### src/rtl/sio_pkg.sv
package sio_pkg;

    typedef enum logic [1:0] {
        ST_IDLE      = 2'd0,
        ST_WAIT_FALL = 2'd1,
        ST_WAIT_RISE = 2'd2,
        ST_FINISH    = 2'd3
    } sio_state_t;

    typedef struct packed {
        logic len8;
        logic master;
        logic en;
    } sio_mode_t;

    localparam logic [1:0] ADDR_DATA = 2'd0;
    localparam logic [1:0] ADDR_MODE = 2'd1;
    localparam logic [1:0] ADDR_STAT = 2'd2;

endpackage

### src/rtl/sio_sync.sv
module sio_sync #(
    parameter int          W       = 3,
    parameter logic [W-1:0] RST_VAL = '1
) (
    input  logic         clk,
    input  logic         rst_n,
    input  logic [W-1:0] async_i,
    output logic [W-1:0] sync_o
);
    logic [W-1:0] stage1_q;
    logic [W-1:0] stage2_q;

    always_ff @(posedge clk or negedge rst_n) begin
        if (!rst_n) begin
            stage1_q <= RST_VAL;
            stage2_q <= RST_VAL;
        end else begin
            stage1_q <= async_i;
            stage2_q <= stage1_q;
        end
    end

    assign sync_o = stage2_q;
endmodule

### src/rtl/sio_master_clk.sv
module sio_master_clk #(
    parameter int HALF_DIV = 4
) (
    input  logic clk,
    input  logic rst_n,
    input  logic run_i,
    input  logic want_fall_i,
    output logic fall_o,
    output logic rise_o,
    output logic sck_o
);
    localparam int              CW  = (HALF_DIV > 1) ? $clog2(HALF_DIV) : 1;
    localparam logic [CW-1:0]   TOP = CW'(HALF_DIV - 1);

    logic [CW-1:0] cnt_q;
    logic          sck_q;
    logic          tick;

    assign tick   = run_i && (cnt_q == TOP);
    assign fall_o = tick && want_fall_i;
    assign rise_o = tick && !want_fall_i;
    assign sck_o  = sck_q;

    always_ff @(posedge clk or negedge rst_n) begin
        if (!rst_n) begin
            cnt_q <= '0;
            sck_q <= 1'b1;
        end else if (!run_i) begin
            cnt_q <= '0;
            sck_q <= 1'b1;
        end else if (tick) begin
            cnt_q <= '0;
            sck_q <= !want_fall_i;
        end else begin
            cnt_q <= cnt_q + 1'b1;
        end
    end

    // half-phase must not shorten: sck only moves on a completed count
    AST_SCK_MOVES_ON_TICK: assert property (@(posedge clk) disable iff (!rst_n)
        (run_i && !tick) |=> (sck_q == $past(sck_q)));
endmodule

### src/rtl/sio_shift_ctrl.sv
module sio_shift_ctrl
    import sio_pkg::*;
(
    input  logic       clk,
    input  logic       rst_n,
    input  logic       wr_i,
    input  logic [1:0] addr_i,
    input  logic [7:0] wdata_i,
    input  logic       fall_ev_i,
    input  logic       rise_ev_i,
    input  logic       si_i,
    output sio_mode_t  mode_o,
    output logic [7:0] data_o,
    output logic       so_o,
    output logic       flag_o,
    output logic       err_o,
    output logic       busy_o,
    output logic       shifting_o,
    output logic       want_fall_o
);
    sio_state_t state_q, state_d;
    sio_mode_t  mode_q;
    logic [7:0] shreg_q;
    logic [3:0] bit_cnt_q;
    logic       so_q, flag_q, err_q;
    logic       data_wr, mode_wr, stat_wr, start, last_bit;

    assign data_wr  = wr_i && (addr_i == ADDR_DATA);
    assign mode_wr  = wr_i && (addr_i == ADDR_MODE);
    assign stat_wr  = wr_i && (addr_i == ADDR_STAT);
    assign start    = data_wr && (state_q == ST_IDLE) && mode_q.en;
    assign last_bit = mode_q.len8 ? (bit_cnt_q == 4'd7) : (bit_cnt_q == 4'd3);

    // next-state
    always_comb begin
        state_d = state_q;
        unique case (state_q)
            ST_IDLE:      if (start)     state_d = ST_WAIT_FALL;
            ST_WAIT_FALL: if (fall_ev_i) state_d = ST_WAIT_RISE;
            ST_WAIT_RISE: if (rise_ev_i) state_d = last_bit ? ST_FINISH : ST_WAIT_FALL;
            ST_FINISH:                   state_d = ST_IDLE;
            default:                     state_d = ST_IDLE;
        endcase
    end

    // state register
    always_ff @(posedge clk or negedge rst_n) begin
        if (!rst_n) state_q <= ST_IDLE;
        else        state_q <= state_d;
    end

    // datapath and flags
    always_ff @(posedge clk or negedge rst_n) begin
        if (!rst_n) begin
            mode_q    <= '0;
            shreg_q   <= '0;
            bit_cnt_q <= '0;
            so_q      <= 1'b1;
            flag_q    <= 1'b0;
            err_q     <= 1'b0;
        end else begin
            if (mode_wr && state_q == ST_IDLE)
                mode_q <= '{len8: wdata_i[2], master: wdata_i[1], en: wdata_i[0]};

            if (data_wr && state_q == ST_IDLE)
                shreg_q <= wdata_i;
            else if (state_q == ST_WAIT_RISE && rise_ev_i) begin
                if (mode_q.len8) shreg_q      <= {shreg_q[6:0], si_i};
                else             shreg_q[3:0] <= {shreg_q[2:0], si_i};
            end

            if (start)
                bit_cnt_q <= '0;
            else if (state_q == ST_WAIT_RISE && rise_ev_i)
                bit_cnt_q <= bit_cnt_q + 1'b1;

            if (state_q == ST_WAIT_FALL && fall_ev_i)
                so_q <= mode_q.len8 ? shreg_q[7] : shreg_q[3];

            if (state_q == ST_FINISH)
                flag_q <= 1'b1;
            else if (start || (stat_wr && wdata_i[0]))
                flag_q <= 1'b0;

            if (data_wr && state_q != ST_IDLE)
                err_q <= 1'b1;
            else if (stat_wr && wdata_i[1])
                err_q <= 1'b0;
        end
    end

    assign mode_o      = mode_q;
    assign data_o      = shreg_q;
    assign so_o        = so_q;
    assign flag_o      = flag_q;
    assign err_o       = err_q;
    assign busy_o      = (state_q != ST_IDLE);
    assign shifting_o  = (state_q == ST_WAIT_FALL) || (state_q == ST_WAIT_RISE);
    assign want_fall_o = (state_q == ST_WAIT_FALL);

    AST_BUSY_WRITE_IGNORED: assert property (@(posedge clk) disable iff (!rst_n)
        (data_wr && state_q == ST_WAIT_FALL) |=> (shreg_q == $past(shreg_q)));
    AST_UPPER_NIBBLE_HOLD: assert property (@(posedge clk) disable iff (!rst_n)
        (state_q != ST_IDLE && !mode_q.len8) |=> (shreg_q[7:4] == $past(shreg_q[7:4])));
    AST_FINISH_SETS_FLAG: assert property (@(posedge clk) disable iff (!rst_n)
        (state_q == ST_FINISH) |=> flag_q);
    AST_MODE_FROZEN: assert property (@(posedge clk) disable iff (!rst_n)
        (state_q != ST_IDLE) |=> (mode_q == $past(mode_q)));
    AST_SO_HOLDS_TO_RISE: assert property (@(posedge clk) disable iff (!rst_n)
        (state_q == ST_WAIT_RISE) |=> (so_q == $past(so_q)));
    AST_COUNT_BOUND: assert property (@(posedge clk) disable iff (!rst_n)
        (state_q != ST_IDLE) |-> (bit_cnt_q <= (mode_q.len8 ? 4'd8 : 4'd4)));
endmodule

### src/rtl/sio_shift_port.sv
module sio_shift_port
    import sio_pkg::*;
#(
    parameter int HALF_DIV = 4   // block clocks per serial half period, at least 3
) (
    input  logic       clk,
    input  logic       rst_n,
    input  logic       bus_wr,
    input  logic [1:0] bus_addr,
    input  logic [7:0] bus_wdata,
    output logic [7:0] bus_rdata,
    input  logic [3:0] gpio_out,
    input  logic [3:0] gpio_oe,
    input  logic [3:0] pad_in,
    output logic [3:0] pad_out,
    output logic [3:0] pad_oe,
    output logic       irq_req,
    output logic       xfer_flag
);
    localparam int NSYNC = 3;

    logic [NSYNC-1:0] sync_lvl;
    logic             si_s, sck_s, int_n_s, sck_prev_q;
    logic             s_fall, s_rise, m_fall, m_rise, m_sck;
    logic             fall_ev, rise_ev;
    sio_mode_t        mode;
    logic [7:0]       data;
    logic             so, flag, err, busy, shifting, want_fall;

    sio_sync #(.W(NSYNC), .RST_VAL(3'b111)) i_sync (
        .clk(clk), .rst_n(rst_n),
        .async_i({pad_in[3], pad_in[2], pad_in[0]}),
        .sync_o(sync_lvl)
    );
    assign si_s    = sync_lvl[0];
    assign sck_s   = sync_lvl[1];
    assign int_n_s = sync_lvl[2];

    always_ff @(posedge clk or negedge rst_n) begin
        if (!rst_n) sck_prev_q <= 1'b1;
        else        sck_prev_q <= sck_s;
    end
    assign s_fall = sck_prev_q && !sck_s;
    assign s_rise = !sck_prev_q && sck_s;

    sio_master_clk #(.HALF_DIV(HALF_DIV)) i_mclk (
        .clk(clk), .rst_n(rst_n),
        .run_i(shifting && mode.master),
        .want_fall_i(want_fall),
        .fall_o(m_fall), .rise_o(m_rise), .sck_o(m_sck)
    );

    assign fall_ev = mode.master ? m_fall : s_fall;
    assign rise_ev = mode.master ? m_rise : s_rise;

    sio_shift_ctrl i_ctrl (
        .clk(clk), .rst_n(rst_n),
        .wr_i(bus_wr), .addr_i(bus_addr), .wdata_i(bus_wdata),
        .fall_ev_i(fall_ev), .rise_ev_i(rise_ev), .si_i(si_s),
        .mode_o(mode), .data_o(data), .so_o(so), .flag_o(flag),
        .err_o(err), .busy_o(busy), .shifting_o(shifting),
        .want_fall_o(want_fall)
    );

    always_comb begin
        pad_out = gpio_out;
        pad_oe  = gpio_oe;
        if (mode.en) begin
            pad_out[0] = 1'b0;
            pad_oe[0]  = 1'b0;
            pad_out[1] = so;
            pad_oe[1]  = 1'b1;
            pad_out[2] = m_sck;
            pad_oe[2]  = mode.master;
        end
    end

    always_comb begin
        unique case (bus_addr)
            ADDR_DATA: bus_rdata = data;
            ADDR_MODE: bus_rdata = {5'b0, mode.len8, mode.master, mode.en};
            ADDR_STAT: bus_rdata = {5'b0, busy, err, flag};
            default:   bus_rdata = 8'h00;
        endcase
    end

    assign irq_req   = mode.en ? flag : !int_n_s;
    assign xfer_flag = flag;

    AST_IDLE_SCK_HIGH: assert property (@(posedge clk) disable iff (!rst_n)
        (!busy) |-> m_sck);
endmodule

### config.mk
export PLATFORM = sky130hd
export DESIGN_NAME = sio_shift_port
export DESIGN_NICKNAME = d
export VERILOG_FILES = /design/src/rtl/sio_pkg.sv /design/src/rtl/sio_sync.sv /design/src/rtl/sio_master_clk.sv /design/src/rtl/sio_shift_ctrl.sv /design/src/rtl/sio_shift_port.sv
export SDC_FILE = /design/constraint.sdc
export NUM_CORES = 1
export LEC_CHECK = 0
export BUFFER_PORTS_ARGS = -buffer_cell sky130_fd_sc_hd__buf_4
export CAP_MARGIN = 20
export CORE_UTILIZATION = 40
export CTS_BUF_LIST = sky130_fd_sc_hd__clkbuf_2 sky130_fd_sc_hd__clkbuf_4 sky130_fd_sc_hd__clkbuf_8
export DETAILED_ROUTE_END_ITERATION = 12
export PLACE_DENSITY = 0.74
export SLEW_MARGIN = 0
export SYNTH_ARGS = -nofsm -noshare
export SYNTH_HDL_FRONTEND = slang
export SYNTH_SLANG_ARGS = --single-unit
### constraint.sdc
create_clock -name clk -period 6.4 [get_ports clk]
set_clock_uncertainty 0.2 [all_clocks]
set_input_delay 0.64 -clock clk [delete_from_list [all_inputs] [get_ports clk]]
set_output_delay 0.64 -clock clk [all_outputs]
set_load 0.05 [all_outputs]
# Yosys cells after proc, flatten, opt, wreduce, memory -nomap -nowiden

Index checks and enable logic that the tools add are counted.

Multiply operators: 0
Muxes and demuxes: 26
Reduce and logical (&&, ||, !) cells: 33
Shift operators: 0
Add/sub/neg operators: 2
Divide/modulo/power cells: 0
Equal/unequal tests: 12
Bitwise gates (word level): 0
Magnitude comparators: 0

Operators by type and width:

| kind                                                  | number |
|---|---|
| one-hot mux 8 bit (3 select lines)                    | 1 |
| logical AND 1 bit                                     | 17 |
| two-way mux 8 bit                                     | 2 |
| two-way mux 2 bit                                     | 6 |
| two-way mux 4 bit                                     | 3 |
| nonzero test 2 bit                                    | 6 |
| two-way mux 1 bit                                     | 11 |
| equality test 2 bit, second input constant            | 4 |
| one-hot mux 2 bit (4 select lines)                    | 1 |
| two-way mux 3 bit                                     | 2 |
| inequality test 2 x 1 -> 1 bit, second input constant | 3 |
| adder 4 x 1 -> 4 bit, second input constant           | 1 |
| equality test 2 x 1 -> 1 bit, second input constant   | 2 |
| equality test 4 x 2 -> 1 bit, second input constant   | 1 |
| equality test 4 x 3 -> 1 bit, second input constant   | 1 |
| zero test 1 bit                                       | 4 |
| zero test 2 bit                                       | 2 |
| AND reduction 3 bit                                   | 1 |
| adder 2 x 1 -> 2 bit, second input constant           | 1 |
| logical OR 1 bit                                      | 2 |
| inequality test 2 bit, second input constant          | 1 |
| AND reduction 2 bit                                   | 1 |

Word-level logic and storage cells: 88
Memories: 0
RAM bits: 0
Register bits: 30
Latch bits: 0
Input bits: 25
Bits in read-only memories: 0

# Depth between registers and ports, before layout

Gate-level depths: netlist of the first run.

Word-level depth: 9
Mapped depth: 6
Depth with buffers taken out: 6

# Cells and area by module

Synthesis of the first run repeated with hierarchy kept, for this count alone.

Cell total of the unflattened synthesis: 146
Area, all modules: 1606.5 um^2

By module, submodules not included:

| module         | instances | area an instance (um^2) | cells each |
|---|---|---|---|
| sio_shift_ctrl | 1         | 1032.2                  | 96 |
| sio_shift_port | 1         | 274.0                   | 32 |
| sio_sync       | 1         | 157.7                   | 6 |
| sio_master_clk | 1         | 142.6                   | 12 |

# Worst setup path before layout of the first run

No wires, ideal clock.

Path type: input-to-output
From: in bus_addr[1]
To: out bus_rdata[0]
Cell stages on the path: 3
Buffers on the path: 1
Arrival time: 2.019 ns
Slack: 3.541 ns
Path through: buf_2 -> mux2i_1 -> o21ai_0

Longest elaborated chain between the ends: 2

RTL lines:

| what                                              | RTL line             | source |
|---|---|---|
| from (decl)                                       | sio_shift_port.sv:9  | `input logic [1:0] bus_addr,` |
| equality test 2 bit, or another cell as far along | sio_shift_port.sv:79 | `unique case (bus_addr)` |
| one-hot mux 8 bit (3 select lines) *              | sio_shift_port.sv:79 |  |
| to (decl)                                         | sio_shift_port.sv:11 | `output logic [7:0] bus_rdata,` |

Every way passes the cells marked *; elsewhere a longest branch is shown, timed or not.

# Worst setup path after layout of the first run

From: reg i_ctrl.state_q[1]
To: out bus_rdata[2]

Longest elaborated chain between the ends: 2

RTL lines:

| what                               | RTL line             | source |
|---|---|---|
| from (decl)                        | sio_shift_ctrl.sv:21 | `sio_state_t state_q, state_d;` |
| from (signal assigned)             | sio_shift_ctrl.sv:49 | `else state_q <= state_d;` |
| nonzero test 2 bit                 | sio_shift_ctrl.sv:97 | `assign busy_o = (state_q != ST_IDLE);` |
| one-hot mux 8 bit (3 select lines) | sio_shift_port.sv:79 |  |

No other way between the ends.

==> impl_metrics.tcl, run 1 <==
set metrics [dict create \
    drc_errors 0 \
    pre_cts_ws_ns 3.88 \
    r2r-start "i_ctrl.state_q[1]$_DFFE_PN0P_" \
    ys_ff_latch 30 \
    numCtsBuffers 5 \
    syn_area_per_cell_um2 10.6 \
    ant_nets 0 \
    syn_inst 148 \
    antenna_found_initial 0 \
    synth_edf_count 0 \
    finalHoldWorstSlack_ns 0.0772 \
    combPwrFrac 0.452 \
    rrSetupSlack_ns 3.98 \
    synth_area_leaders "dfrtp_1 (34%), dfstp_2 (15%), mux2i_1 (7.7%), ha_1 (4.8%), mux2_2 (4.3%)" \
    tns_ns 0 \
    track_usage 0.179 \
    fin_nets 216 \
    cts_resized 0 \
    finalPower_uw 884 \
    drt-initial-drc-count 30 \
    period_needed_ns 2.55 \
    slew_violations 0 \
    synthFlopType "dfrtp_1" \
    layout_common_cells "buf_4 (37), dfrtp_1 (21), nor2_1 (16)" \
    finalSetupViolCount 0 \
    pwr-share-clk 0.172 \
    dp_cells 226 \
    rsz0062_at_grt "false" \
    postCtsHoldBufs 0 \
    cp_data_required_time_ns 5.56 \
    htreeDepth 2 \
    drive_gt1_frac 0.351 \
    clockBufferDepth 2 \
    path_class "reg -> out" \
    async_reset_ff_frac 1.00 \
    fp-row-count 22 \
    synth_area_um2 1570 \
    cts_tree "done" \
    synth.net_count 179 \
    finalWirelength_um 3210 \
    yosysUniqueCellTypes 36 \
    first_global_vias 1235 \
    synth_compound_area_frac 0.128 \
    synth_top_family_by_area "simple AND/OR/NAND/NOR gates" \
    place_congestion 0.851 \
    start_util 0.422 \
    die_w_um 64.6 \
    p_per_area_nw_per_um2 453 \
    clock.fmax_ghz 0.392 \
    ys_warn_count 0 \
    wl_per_cell_um 13.8 \
    yosys.area.top_type "dfrtp_1" \
    dp_hpwl_um 2510 \
    leakage_uw 0.000934 \
    path_clk_slew_ns 0.06 \
    ir_worst_vdd_mv 0.227 \
    hold_viol_final 0 \
    slew_headroom 0.569 \
    port_buffers 37 \
    drt-vias-per-instance 5.13 \
    grt_overflow_total 0 \
    yosysSeqAreaShare 0.486 \
    syn2layout_area_growth_pct 24.6 \
    min_path_type "in -> async" \
    drt_pass1_iterations 4 \
    root_buffer "clkbuf_8" \
    grt_pass1_wl_um 5520 \
    vias 1195 \
    dieArea_um2 4170 \
    io-pin-count 43 \
    core_um2 3720 \
    synthAdderAreaFrac 0.0479 \
    critPathMaxFanout 6 \
    pwr-share-seq 0.376 \
    end_kind "output pin" \
    die_h_um 64.6 \
    cp-start-kind "flip-flop" \
    p_sw_frac 0.423 \
    power.internal_uw 510 \
    synthMuxAreaShare 0.120 \
    clock_sink_count 30 \
    reg2reg_to "i_ctrl.data_o[6]$_DFFE_PN0P_" \
    status "finished, final reports clean" \
    grt_max_degree 31 \
    tightest_slew_ns 0.645 \
    p_sw_uw 374 \
    clock_latency_ns 0.28 \
    synthSimpleGateAreaFrac 0.165 \
    synth_xor_area_frac 0.0168 \
    layout_commonest_cell "buf_4" \
    instances_no_fill 233 \
    fin_ws_ns 3.85 \
    cap_violations 0 \
    fin_crit_sh 0.398 \
    critPathArrivalTime_ns 1.71 \
    synth_top_area_frac 0.335 \
    num_antenna_cells 0 \
    rr_worst_depth 6 \
    post-cts-setup-buffers 0 \
    nFillCells 364 \
]
area by class of cell:
type                    instances  area, um^2  area share
clock buffers                   7        90.1      0.0462
inverters                       4        15.0     0.00769
multi-input cells             107         747       0.383
flip-flops and latches         30         762       0.390
well taps                      48        60.1      0.0308
repair buffers                 37         278       0.142
per-stage QoR:
step	cell area [um^2]	utilization
6_report	1950	0.525
5_1_grt	1950	0.525
4_1_cts	1950	0.525
3_5_place_dp	1860	0.501
3_3_place_gp	1860	0.501
2_1_floorplan	1570	-
worst max-delay path by stage:
stage,start,end,slack (ns),cells after the start
floorplan,bus_addr[1],bus_rdata[0],3.54,3
global placement,bus_addr[0],i_ctrl.flag_o$_DFFE_PN0P_,3.97,5
detailed placement,bus_addr[0],i_ctrl.flag_o$_DFFE_PN0P_,3.88,5
CTS,i_ctrl.state_q[1]$_DFFE_PN0P_,bus_rdata[2],3.84,6
global route,i_ctrl.state_q[1]$_DFFE_PN0P_,bus_rdata[2],3.75,6
finish,i_ctrl.state_q[1]$_DFFE_PN0P_,bus_rdata[2],3.85,6
Yosys cell counts (2+ instances only):
cell,instances
mux2i_1,12
o211ai_1,2
clkbuf_1,3
nor3_1,3
a21oi_1,12
o21ai_0,6
ha_1,6
nand3_1,6
inv_1,4
nor2b_1,4
nand2_1,10
and2_1,5
buf_4,2
mux2_2,6
nor2_1,16
dfstp_2,9
dfrtp_1,21
xor2_1,3
critical path: stages (launching register included):
cell and delay [ns]:
dfrtp_1 0.46, inv_1 0.12, ha_1 0.26, nand2_1 0.09
o21ai_0 0.08, o21ai_0 0.19, buf_4 0.23
sequential cells by signal, indices dropped and copies added, names as in the netlist, 2 cells and up:
register and cells:
i_ctrl.data_o 8, i_sync.stage1_q 3, i_ctrl.mode_o 3, i_ctrl.bit_cnt_q 4
i_ctrl.state_q 2, i_sync.sync_o 3, i_mclk.cnt_q 2
metal layers:
layer / GRT usage / up-vias / share of wire
li1: - / 584 / -
met1: 0.208 / 566 / 0.43
met2: 0.292 / 40 / 0.49
met3: 0.0511 / 5 / 0.064
met4: 0.103 / 0 / 0.015
met5: 0 / - / 0
power by group through the flow:
stage	logic [uW]	clock network (uW)	registers [uW]
after floorplan	313	0	314
after global placement	385	0	329
after detailed placement	402	0	336
after CTS	404	159	333
after global routing	433	168	344
final	400	152	332
kinds of logic after synthesis:
kind of cell | after synthesis
DFF | 30
adders and majority gates | 6
muxes | 18
and+or+nand+nor | 51
AOI/OAI and AO/OA | 29
buffers and inverters | 11
xor gates and xnor gates | 3
Power figures use the tool's default switching activity.
==> inputs of run 2 (changes only) <==
==> constraint.sdc (replaced) <==
create_clock -name clk -period 2.42 [get_ports clk]
set_clock_uncertainty 0.2 [all_clocks]
set_input_delay 0.242 -clock clk [delete_from_list [all_inputs] [get_ports clk]]
set_output_delay 0.242 -clock clk [all_outputs]
set_load 0.05 [all_outputs]
==> run 2 against run 1 <==
  * Cell area increased by 3.3%
  * Sequential cell count stayed put
  * Hold slack lost 0.070 ns
  * Critical path depth is 1 higher
  * Core utilization grew 1.7 points
  * Die area stayed put
  * Sequential share of layout area is 1.2 points lower
  * Total power grew to 2.7 times the previous value
  * Routed wire length is 1.4% higher
  * Sequential power rose to 2.6 times the previous value
  * Clock power grew to 2.7 times the previous value
  * Critical path type is now reg -> reg
==> impl_metrics.tcl, run 2 (synthesized netlist as in run 1, its figures left out) <==
set metrics [dict create \
    power.internal_uw 1360 \
    critPathSlowestCell "dfrtp_1" \
    grt_pass1_wl_um 5780 \
    slowest_delay_ns 0.46 \
    ir_worst_vdd_mv 0.582 \
    tightest_slew_ns 0.502 \
    grt_max_degree 31 \
    fp-row-count 22 \
    path_clk_slew_ns 0.06 \
    tns_ns 0 \
    combPwrFrac 0.455 \
    layout_common_cells "buf_4 (40), dfrtp_1 (21), nor2_1 (16)" \
    num_antenna_cells 0 \
    drive_gt1_frac 0.358 \
    min_path_type "in -> reg" \
    slew_headroom 0.665 \
    port_buffers 37 \
    cp-start-kind "flip-flop" \
    wl_per_cell_um 13.5 \
    root_buffer "clkbuf_8" \
    path_cells "inv_1 > ha_1 > and4b_2 > o21ai_2 > buf_4 > o21a_1 > o22a_1" \
    dieArea_um2 4170 \
    cp_data_required_time_ns 2.38 \
    cts_tree "done" \
    p_sw_uw 998 \
    end_kind "flip-flop" \
    io-pin-count 43 \
    largest_reg_flops 8 \
    clock_latency_ns 0.28 \
    antenna_found_initial 0 \
    clock_sink_count 30 \
    postPlaceCellArea_um2 1880 \
    numCtsBuffers 5 \
    leakage_uw 0.000965 \
    die_h_um 64.6 \
    layout_commonest_cell "buf_4" \
    status "finished, final reports clean" \
    critPathMaxFanout 8 \
    path_class "reg -> reg" \
    clock.fmax_ghz 0.459 \
    critPathArrivalTime_ns 2.14 \
    pwr-share-clk 0.174 \
    finalSetupViolCount 0 \
    grt_overflow_total 0 \
    period_needed_ns 2.18 \
    drt-initial-drc-count 19 \
    hold_viol_final 0 \
    clockBufferDepth 2 \
    slew_violations 0 \
    drt_pass1_iterations 6 \
    start_util 0.422 \
    cap_violations 0 \
    fin_crit_sh 0.901 \
    ant_nets 0 \
    track_usage 0.183 \
    p_sw_frac 0.423 \
    place_congestion 0.843 \
    rsz0062_at_grt "false" \
    vias 1247 \
    fin_nets 223 \
    p_per_area_nw_per_um2 1170 \
    drt-vias-per-instance 5.17 \
    die_w_um 64.6 \
    first_global_vias 1270 \
    htreeDepth 2 \
    dp_hpwl_um 2470 \
    core_um2 3720 \
    final_area_um2 2020 \
    finalWirelength_um 3260 \
    drc_errors 0 \
    pwr-share-seq 0.372 \
    syn2layout_area_growth_pct 28.7 \
]
==> run 2: cell count changes in the layout (fill, tap and decap cells not counted), sizes merged <==
cell         change
buf              +3
dlygate4sd3      +4
clkbuf           +1
==> run 2: final timing paths <==
| check | startpoint | end | slack (ns) | depth (start not counted) |
|---|---|---|---|---|
| min in group asynchronous | rst_n | i_ctrl.state_q[1]$_DFFE_PN0P_ | 0.22 | 2 |
| worst max register to register | i_ctrl.state_q[1]$_DFFE_PN0P_ | i_ctrl.bit_cnt_q[3]$_DFFE_PN0P_ | 0.24 | 7 |
| worst max-delay path | i_ctrl.state_q[1]$_DFFE_PN0P_ | i_ctrl.bit_cnt_q[3]$_DFFE_PN0P_ | 0.24 | 7 |
| worst min register to register | i_sync.stage1_q[1]$_DFF_PN1_ | i_sync.sync_o[1]$_DFF_PN1_ | 0.15 | 0 |
| max in group asynchronous | rst_n | i_sync.stage1_q[0]$_DFF_PN1_ | 1.48 | 2 |
| worst min-delay path | bus_wdata[4] | i_ctrl.data_o[4]$_DFFE_PN0P_ | 0.007 | 3 |
==> run 2: layout make-up <==
class	instances	area [um^2]
fill	353	1700
sequential	30	762
multi-input combinational	107	747
timing repair buffer	44	340
clock buffer	8	91.3
tap	48	60.1
inverter	4	15.0
==> run 2: per-layer routing <==
metal,up-vias,routed length (um),GRT usage
li1,609,-,-
met1,588,1410,0.218
met2,42,1580,0.304
met3,8,211,0.0616
met4,0,52,0.0722
met5,-,0,0
==> run 2: stage by stage <==
stage / power (uW) / hold slack [ns] / cells / util / worst slack (ns)
after floorplan: 1660 / -0.254 / 148 / - / 0.00921
after global placement: 1890 / -0.0112 / 229 / 0.507 / 0.345
after detailed placement: 1960 / -0.00820 / 229 / 0.507 / 0.257
after CTS: 2390 / 0.00597 / 241 / 0.542 / 0.240
after global routing: 2520 / 0.00460 / 241 / 0.542 / 0.0818
final: 2360 / 0.00696 / 241 / 0.542 / 0.240
==> run 2: power by group through the flow <==
stage	Clock [uW]	Sequential, uW	Combinational (uW)
final	410	876	1070
after global placement	0	870	1020
after global routing	441	910	1170
after floorplan	0	831	828
after detailed placement	0	888	1070
after CTS	426	880	1080
==> run 2: timing repair <==
| action | in CTS | in global routing |
|---|---|---|
| hold buffers | 4 | 0 |
| buffers inserted | 0 | 0 |
| setup endpoints to repair | 0 | 0 |
| hold endpoints to repair | 33 | 0 |
| resized for setup | 0 | 0 |
==> run 2: critical path: cells and delay by family (launching register included) <==
kind / cells / cell delay [ns]
flip-flops: 1 / 0.46
adder cells (fa/ha/maj): 1 / 0.37
AND/OR/NAND/NOR: 1 / 0.30
AO/OA/AOI/OAI: 3 / 0.42
buffers and inverters: 2 / 0.31
